### src/rtl/tlbx_pkg.sv
package tlbx_pkg;

    localparam int VA_W     = 32;
    localparam int OFF_W    = 12;
    localparam int VPN_W    = VA_W - OFF_W;
    localparam int PFN_W    = 24;
    localparam int PA_W     = PFN_W + OFF_W;
    localparam int ASID_W   = 8;
    localparam int MODE_W   = 2;
    localparam int LFSR_W   = 16;

    typedef enum logic [MODE_W-1:0] {
        PRV_USER   = 2'd0,
        PRV_SUPER  = 2'd1,
        PRV_KERNEL = 2'd2,
        PRV_RSVD   = 2'd3
    } prv_e;

    typedef struct packed {
        logic                valid;
        logic [MODE_W-1:0]   perm;
        logic [ASID_W-1:0]   asid;
        logic [VPN_W-1:0]    vpn;
        logic [PFN_W-1:0]    pfn;
    } tlb_entry_t;

    // Access is allowed when the requesting mode is at least the entry level.
    function automatic logic access_ok(input logic [MODE_W-1:0] mode,
                                       input logic [MODE_W-1:0] level);
        return mode >= level;
    endfunction

    function automatic logic write_ok(input logic [MODE_W-1:0] mode);
        return mode == PRV_KERNEL;
    endfunction

    function automatic logic [LFSR_W-1:0] lfsr_step(input logic [LFSR_W-1:0] s);
        return {s[LFSR_W-2:0], s[15] ^ s[13] ^ s[12] ^ s[10]};
    endfunction

endpackage

### src/rtl/tlb_entry_array.sv
module tlb_entry_array
    import tlbx_pkg::*;
#(
    parameter int NUM_ENTRIES = 16,
    parameter int IDX_W       = $clog2(NUM_ENTRIES)
) (
    input  logic                          clk,
    input  logic                          rst,
    input  logic                          we,
    input  logic [IDX_W-1:0]              widx,
    input  tlb_entry_t                    wdata,
    input  logic [VPN_W-1:0]              cmp_vpn,
    input  logic [ASID_W-1:0]             cmp_asid,
    output logic [NUM_ENTRIES-1:0]        match_vec,
    output tlb_entry_t [NUM_ENTRIES-1:0]  ents
);

    for (genvar g = 0; g < NUM_ENTRIES; g++) begin : g_ent
        always_ff @(posedge clk) begin
            if (rst) begin
                ents[g] <= '0;
            end else if (we && (widx == IDX_W'(g))) begin
                ents[g] <= wdata;
            end
        end

        assign match_vec[g] = ents[g].valid
                            && (ents[g].vpn  == cmp_vpn)
                            && (ents[g].asid == cmp_asid);
    end

endmodule

### src/rtl/tlb_match_pick.sv
module tlb_match_pick #(
    parameter int NUM_ENTRIES = 16,
    parameter int IDX_W       = $clog2(NUM_ENTRIES)
) (
    input  logic [NUM_ENTRIES-1:0] match_vec,
    output logic                   any,
    output logic                   multi,
    output logic [IDX_W-1:0]       idx
);

    always_comb begin
        idx = '0;
        for (int i = NUM_ENTRIES - 1; i >= 0; i--) begin
            if (match_vec[i]) begin
                idx = IDX_W'(i);
            end
        end
    end

    assign any   = |match_vec;
    assign multi = |(match_vec & (match_vec - 1'b1));

endmodule

### src/rtl/tlb_rand_gen.sv
module tlb_rand_gen
    import tlbx_pkg::*;
#(
    parameter int NUM_ENTRIES = 16,
    parameter int WIRED       = 4,
    parameter int SEED        = 16'hACE1,
    parameter int IDX_W       = $clog2(NUM_ENTRIES)
) (
    input  logic             clk,
    input  logic             rst,
    output logic [IDX_W-1:0] rand_idx
);

    localparam int SPAN = NUM_ENTRIES - WIRED;

    logic [LFSR_W-1:0] lfsr_q;
    logic [LFSR_W-1:0] pos;

    always_ff @(posedge clk) begin
        if (rst) begin
            lfsr_q <= LFSR_W'(SEED);
        end else begin
            lfsr_q <= lfsr_step(lfsr_q);
        end
    end

    assign pos      = (lfsr_q % LFSR_W'(SPAN)) + LFSR_W'(WIRED);
    assign rand_idx = pos[IDX_W-1:0];

endmodule

### src/rtl/tlb_asid_cam.sv
module tlb_asid_cam
    import tlbx_pkg::*;
#(
    parameter int NUM_ENTRIES = 16,
    parameter int WIRED       = 4,
    parameter int LFSR_SEED   = 16'hACE1,
    localparam int IDX_W      = $clog2(NUM_ENTRIES)
) (
    input  logic                   clk,
    input  logic                   rst,
    input  logic                   lk_valid,
    input  logic [VA_W-1:0]        lk_vaddr,
    input  logic [ASID_W-1:0]      lk_asid,
    input  logic [MODE_W-1:0]      lk_mode,
    input  logic                   wr_en,
    input  logic [IDX_W-1:0]       wr_idx,
    input  logic [VPN_W-1:0]       wr_vpn,
    input  logic [ASID_W-1:0]      wr_asid,
    input  logic [PFN_W-1:0]       wr_pfn,
    input  logic [MODE_W-1:0]      wr_perm,
    input  logic                   wr_valid,
    input  logic [MODE_W-1:0]      wr_mode,
    output logic                   rsp_valid,
    output logic                   rsp_hit,
    output logic [PA_W-1:0]        rsp_paddr,
    output logic                   rsp_fault,
    output logic                   rsp_refill,
    output logic                   rsp_multi,
    output logic                   wr_priv_err,
    output logic [IDX_W-1:0]       rand_idx
);

    tlb_entry_t                   wdata;
    tlb_entry_t [NUM_ENTRIES-1:0] ents;
    tlb_entry_t                   sel;
    logic [NUM_ENTRIES-1:0]       match_vec;
    logic                         any_m, multi_m, allowed, wr_go;
    logic [IDX_W-1:0]             pick;
    logic                         hit_d, fault_d, refill_d, multi_d;
    logic [PA_W-1:0]              paddr_d;

    assign wr_go = wr_en && write_ok(wr_mode);

    always_comb begin
        wdata       = '0;
        wdata.valid = wr_valid;
        wdata.perm  = wr_perm;
        wdata.asid  = wr_asid;
        wdata.vpn   = wr_vpn;
        wdata.pfn   = wr_pfn;
    end

    tlb_entry_array #(.NUM_ENTRIES(NUM_ENTRIES), .IDX_W(IDX_W)) u_arr (
        .clk       (clk),
        .rst       (rst),
        .we        (wr_go),
        .widx      (wr_idx),
        .wdata     (wdata),
        .cmp_vpn   (lk_vaddr[VA_W-1:OFF_W]),
        .cmp_asid  (lk_asid),
        .match_vec (match_vec),
        .ents      (ents)
    );

    tlb_match_pick #(.NUM_ENTRIES(NUM_ENTRIES), .IDX_W(IDX_W)) u_pick (
        .match_vec (match_vec),
        .any       (any_m),
        .multi     (multi_m),
        .idx       (pick)
    );

    tlb_rand_gen #(
        .NUM_ENTRIES (NUM_ENTRIES),
        .WIRED       (WIRED),
        .SEED        (LFSR_SEED),
        .IDX_W       (IDX_W)
    ) u_rand (
        .clk      (clk),
        .rst      (rst),
        .rand_idx (rand_idx)
    );

    assign sel     = ents[pick];
    assign allowed = access_ok(lk_mode, sel.perm);

    always_comb begin
        hit_d    = lk_valid && any_m && allowed;
        fault_d  = lk_valid && any_m && !allowed;
        refill_d = lk_valid && !any_m;
        multi_d  = lk_valid && multi_m;
        paddr_d  = hit_d ? {sel.pfn, lk_vaddr[OFF_W-1:0]} : '0;
    end

    always_ff @(posedge clk) begin
        if (rst) begin
            rsp_valid   <= 1'b0;
            rsp_hit     <= 1'b0;
            rsp_fault   <= 1'b0;
            rsp_refill  <= 1'b0;
            rsp_multi   <= 1'b0;
            rsp_paddr   <= '0;
            wr_priv_err <= 1'b0;
        end else begin
            rsp_valid   <= lk_valid;
            rsp_hit     <= hit_d;
            rsp_fault   <= fault_d;
            rsp_refill  <= refill_d;
            rsp_multi   <= multi_d;
            rsp_paddr   <= paddr_d;
            wr_priv_err <= wr_en && !write_ok(wr_mode);
        end
    end

endmodule

### config.mk
export PLATFORM = sky130hd
export DESIGN_NAME = tlb_asid_cam
export DESIGN_NICKNAME = d
export VERILOG_FILES = /design/src/rtl/tlbx_pkg.sv /design/src/rtl/tlb_entry_array.sv /design/src/rtl/tlb_match_pick.sv /design/src/rtl/tlb_rand_gen.sv /design/src/rtl/tlb_asid_cam.sv
export SDC_FILE = /design/constraint.sdc
export NUM_CORES = 2
export LEC_CHECK = 0
export BUFFER_PORTS_ARGS = -buffer_cell sky130_fd_sc_hd__buf_2
export CORE_UTILIZATION = 45
export DETAILED_ROUTE_END_ITERATION = 16
export PLACE_DENSITY = 0.64
export SLEW_MARGIN = 20
export SYNTH_ARGS = -nofsm -noshare
export SYNTH_HDL_FRONTEND = slang
export SYNTH_HIERARCHICAL = 1
export SYNTH_SLANG_ARGS = --single-unit
### constraint.sdc
create_clock -name clk -period 5.44 [get_ports clk]
set_input_delay 0.272 -clock clk [delete_from_list [all_inputs] [get_ports clk]]
set_output_delay 0.272 -clock clk [all_outputs]
set_load 0.02 [all_outputs]
==> impl_metrics.toml <==
[route]
drt-pass1-iter-count = 6
drtIter0Drc = 4595
vias = 36445
wirelength_um = 147300
ant_nets = 0
viasPerCell = 5.730
drc_errors = 0
routedWlPerCell_um = 23.17

[place]
gp_congestion = 0.9402
dp_hpwl_um = 85520
port_buffers = 152
placed_area_sq_um = 43140

[critical_path]
crit_path_start = "u_arr/ents[757]"
r2r_slack_ns = 0.22
critPathKind = "reg2reg"
r2r-start = "u_arr/ents[757]"
arrival_ns = 5.81
slowest_delay_ns = 0.70
reg2reg_to = "rsp_paddr[16]"
crit_path_max_fanout = 13
worst_ep_required_time_ns = 6.03
crit_path_end_kind = "register"
cp-start-kind = "register"
reg2reg_depth = 19
crit_buf_inv = 3
critPathTopFamily = "simple AND/OR/NAND/NOR gates"
setup.worst_path.end = "rsp_paddr[16]"
cp_num_cells = 19
path_cells = "xor2_1 > nor4_1 > nand3_1 > nor4_1 > a21oi_1 > o21bai_1 > a2111oi_0 > buf_4 > o22ai_2 > buf_4 > mux4_1 > mux2i_1 > a21oi_1 > ha_1 > nand2b_1 > a21oi_1 > or3_1 > buf_4 > o22ai_1"
crit_slowest_cell = "nor4_1"

[logic_synthesis]
yosysSeqAreaShare_pct = 44.94
ys_ff_latch = 938
async_flop_share_pct = 0
avgSynthCellArea_sq_um = 8.165
synth_cell_types = 77
synth_area_sq_um = 41780
synth_edf_count = 0
yosysWarnings = 6
ys.flop_type = "dfxtp_1"
netlist_instances = 5117
syn_nets = 5226

[sta]
period_needed_ns = 5.218
hold_viol = 0
maxSlewViolCount = 0
fin_crit_sh_pct = 95.92
setup_viol = 0
tightest_slew_ns = 1.242
rsz0062_at_grt = "no"
clock_skew_ns = 0.02840
fmax_mhz = 191.6
fin_tns_setup_ns = 0
relSlewSlack_pct = 17.20

[pwr]
p_leak_nw = 16.20
pwr_density_cell_nw_per_um2 = 313.3
peakVddDrop_v = 0.0002359

[layout]
fin_nets = 5145
layout-drive-gt1-share_pct = 10.57
design_area_sq_um = 46800
synthToLayoutAreaGrowth_pct = 12.01

[die]
die_x_um = 306.7
rows = 111
die_h_um = 306.7
die_area_sq_um = 94070
core_sq_um = 91800
io-pin-count = 153
initial_core_util_pct = 45.51

[global_route]
grt_max_degree = 210
antenna_found_initial = 9
grt_pass1_vias = 33525
grt_usage_pct = 30.47
grt_pass1_wl_um = 217300
gr-total-overflow = 0

[outcome]
status = "complete, no violations"

[cts]
cts_buffer_depth = 3
clkTransAtPathRegs_ns = 0.06
clk_latency_ns = 0.67
numCtsBuffers = 95
h-tree-depth = 3
cts-root-buf = "clkbuf_16"
clock_sinks = 938
ctsResizeCount = 0
cts_tree = "yes"

[run]
max_cap_viol_count = 0

[worst_hold_path]
hold_class = "in2reg"
[where the power goes]
part	leakage, nW	total (mW)	internal (mW)	switching [mW]
sequential	7.56	6.94	6.90	0.0335
combinational	7.06	0.922	0.262	0.660
clock	1.59	6.81	3.97	2.84
total	16.2	14.7	11.1	3.53
[cells in the final DEF (no fill, tap or decap), types with 11 or more instances in the layout]
| cell type | n |
|---|---|
| nand2_1 | 1773 |
| dfxtp_1 | 938 |
| a21oi_1 | 895 |
| xor2_1 | 306 |
| buf_2 | 151 |
| xnor2_1 | 148 |
| buf_4 | 106 |
| clkbuf_16 | 96 |
| nor4_1 | 80 |
| mux4_2 | 55 |
| mux2i_1 | 54 |
| mux4_1 | 49 |
| nand4_1 | 49 |
| dlygate4sd3_1 | 41 |
| clkbuf_8 | 29 |
| nor2_1 | 26 |
| o22ai_1 | 24 |
| nand3_1 | 23 |
| nor3_1 | 23 |
| clkbuf_1 | 19 |
| and3_1 | 14 |
| nor2b_1 | 13 |
| clkinv_2 | 13 |
| nor2_4 | 13 |
| inv_1 | 11 |
[synth_stat cells, types with 3 or more instances]
master | number | area, sq um
nor2_4 | 3 | 33.78
a2111oi_0 | 3 | 26.28
a21oi_1 | 896 | 4484
and2_1 | 5 | 31.28
a211oi_1 | 5 | 37.54
mux2_2 | 3 | 33.78
a21o_1 | 5 | 37.54
nand2_1 | 1785 | 6700
nor2_2 | 7 | 43.79
dfxtp_1 | 938 | 18780
o21ai_0 | 8 | 40.04
or2_2 | 9 | 56.30
buf_2 | 120 | 600.6
buf_4 | 5 | 37.54
mux2i_1 | 54 | 540.5
nand3_1 | 27 | 135.1
nor3b_1 | 5 | 37.54
o211ai_1 | 3 | 22.52
buf_6 | 21 | 236.5
mux4_1 | 49 | 1287
o22ai_1 | 25 | 156.4
a211o_1 | 4 | 35.03
inv_1 | 11 | 41.29
nand2b_1 | 10 | 62.56
nor3_2 | 4 | 40.04
buf_1 | 19 | 71.32
a31oi_1 | 4 | 25.02
clkbuf_1 | 322 | 1209
mux4_2 | 55 | 1239
nor4bb_1 | 3 | 30.03
xnor2_1 | 148 | 1296
xor2_1 | 306 | 2680
nor4_1 | 80 | 500.5
nor2b_1 | 13 | 81.33
and3_1 | 14 | 87.58
nand4_1 | 49 | 306.5
nand3b_1 | 3 | 22.52
nor3_1 | 23 | 115.1
nor2_1 | 29 | 108.9
[worst min-delay path by stage]
stage                          from                 to  cells after the start
CTS                       wr_vpn[6]     u_arr/ents[30]                      3
floorplan                       rst  u_rand/lfsr_q[12]                      1
detailed placement  u_arr/ents[165]    u_arr/ents[165]                      2
finish                    wr_vpn[6]    u_arr/ents[360]                      3
global route              wr_vpn[6]     u_arr/ents[30]                      3
global placement    u_arr/ents[401]    u_arr/ents[401]                      2
[worst reg2reg max path: stages, from the launching register on]
cell and delay [ns]:
dfxtp_1 0.32, xor2_1 0.16, nor4_1 0.31, nand3_1 0.32, nor4_1 0.70, a21oi_1 0.10, o21bai_1 0.17, a2111oi_0 0.14
buf_4 0.16, o22ai_2 0.31, buf_4 0.26, mux4_1 0.57, mux2i_1 0.16, a21oi_1 0.11, ha_1 0.29, nand2b_1 0.12
a21oi_1 0.09, or3_1 0.42, buf_4 0.24, o22ai_1 0.20
[metal layers]
layer	wire, um	up-vias	GRT usage [%]
met4	4548	0	10.42
met2	65750	1970	47.45
met3	16270	282	5.796
met1	60780	17476	42.15
li1	-	16717	-
met5	0	-	0
[flip-flops by register name, indices dropped and copies added, names as in the netlist]
name / cells
u_rand/lfsr_q: 16
rsp_multi: 1
rsp_refill: 1
u_arr/ents: 880
rsp_fault: 1
rsp_valid: 1
rsp_hit: 1
wr_priv_err: 1
rsp_paddr: 36
[kinds of logic (layout without fill, tap and decap cells)]
family / count (synthesis) / in the layout / synth area share, %
buffers and inverters: 499 / 491 / 5.268
AOI/OAI and AO/OA: 972 / 972 / 12.13
xor gates and xnor gates: 454 / 454 / 9.517
other: 0 / 8 / 0
adders and majority gates: 3 / 3 / 0.08384
and+or+nand+nor: 2088 / 2088 / 20.57
muxes: 163 / 163 / 7.490
DFF: 938 / 938 / 44.94
[area by class of cell]
| class | instances | area [sq um] |
|---|---|---|
| fillers | 8575 | 45000 |
| multi-input cells | 3680 | 21000 |
| flip-flops and latches | 938 | 18780 |
| clock buffers | 144 | 2873 |
| repair buffers | 310 | 2192 |
| well taps | 1243 | 1555 |
| clock inverters | 26 | 342.8 |
| inverters | 11 | 41.29 |
| diodes | 8 | 20.02 |
[repair_timing]
action                                 4_1_cts  5_1_grt
setup buffers                                0        0
hold buffers                                41        0
endpoints found under the hold margin      405        0
[stage by stage]
step           util [%]  hold slack, ns  setup WS (ns)  instances  total power, mW
6_report          50.98         0.04680         0.2218       6360            14.66
4_1_cts           50.94        0.009295         0.3487       6351            14.68
3_3_place_gp      46.99          0.4368         0.1809       6140            7.956
5_1_grt           50.96         0.04643        0.01506       6354            15.02
3_5_place_dp      46.99          0.4427        0.09100       6140            7.956
2_1_floorplan         -          0.3436         0.4309       5117            7.647
No activity file was read; power rests on OpenSTA's default activity.
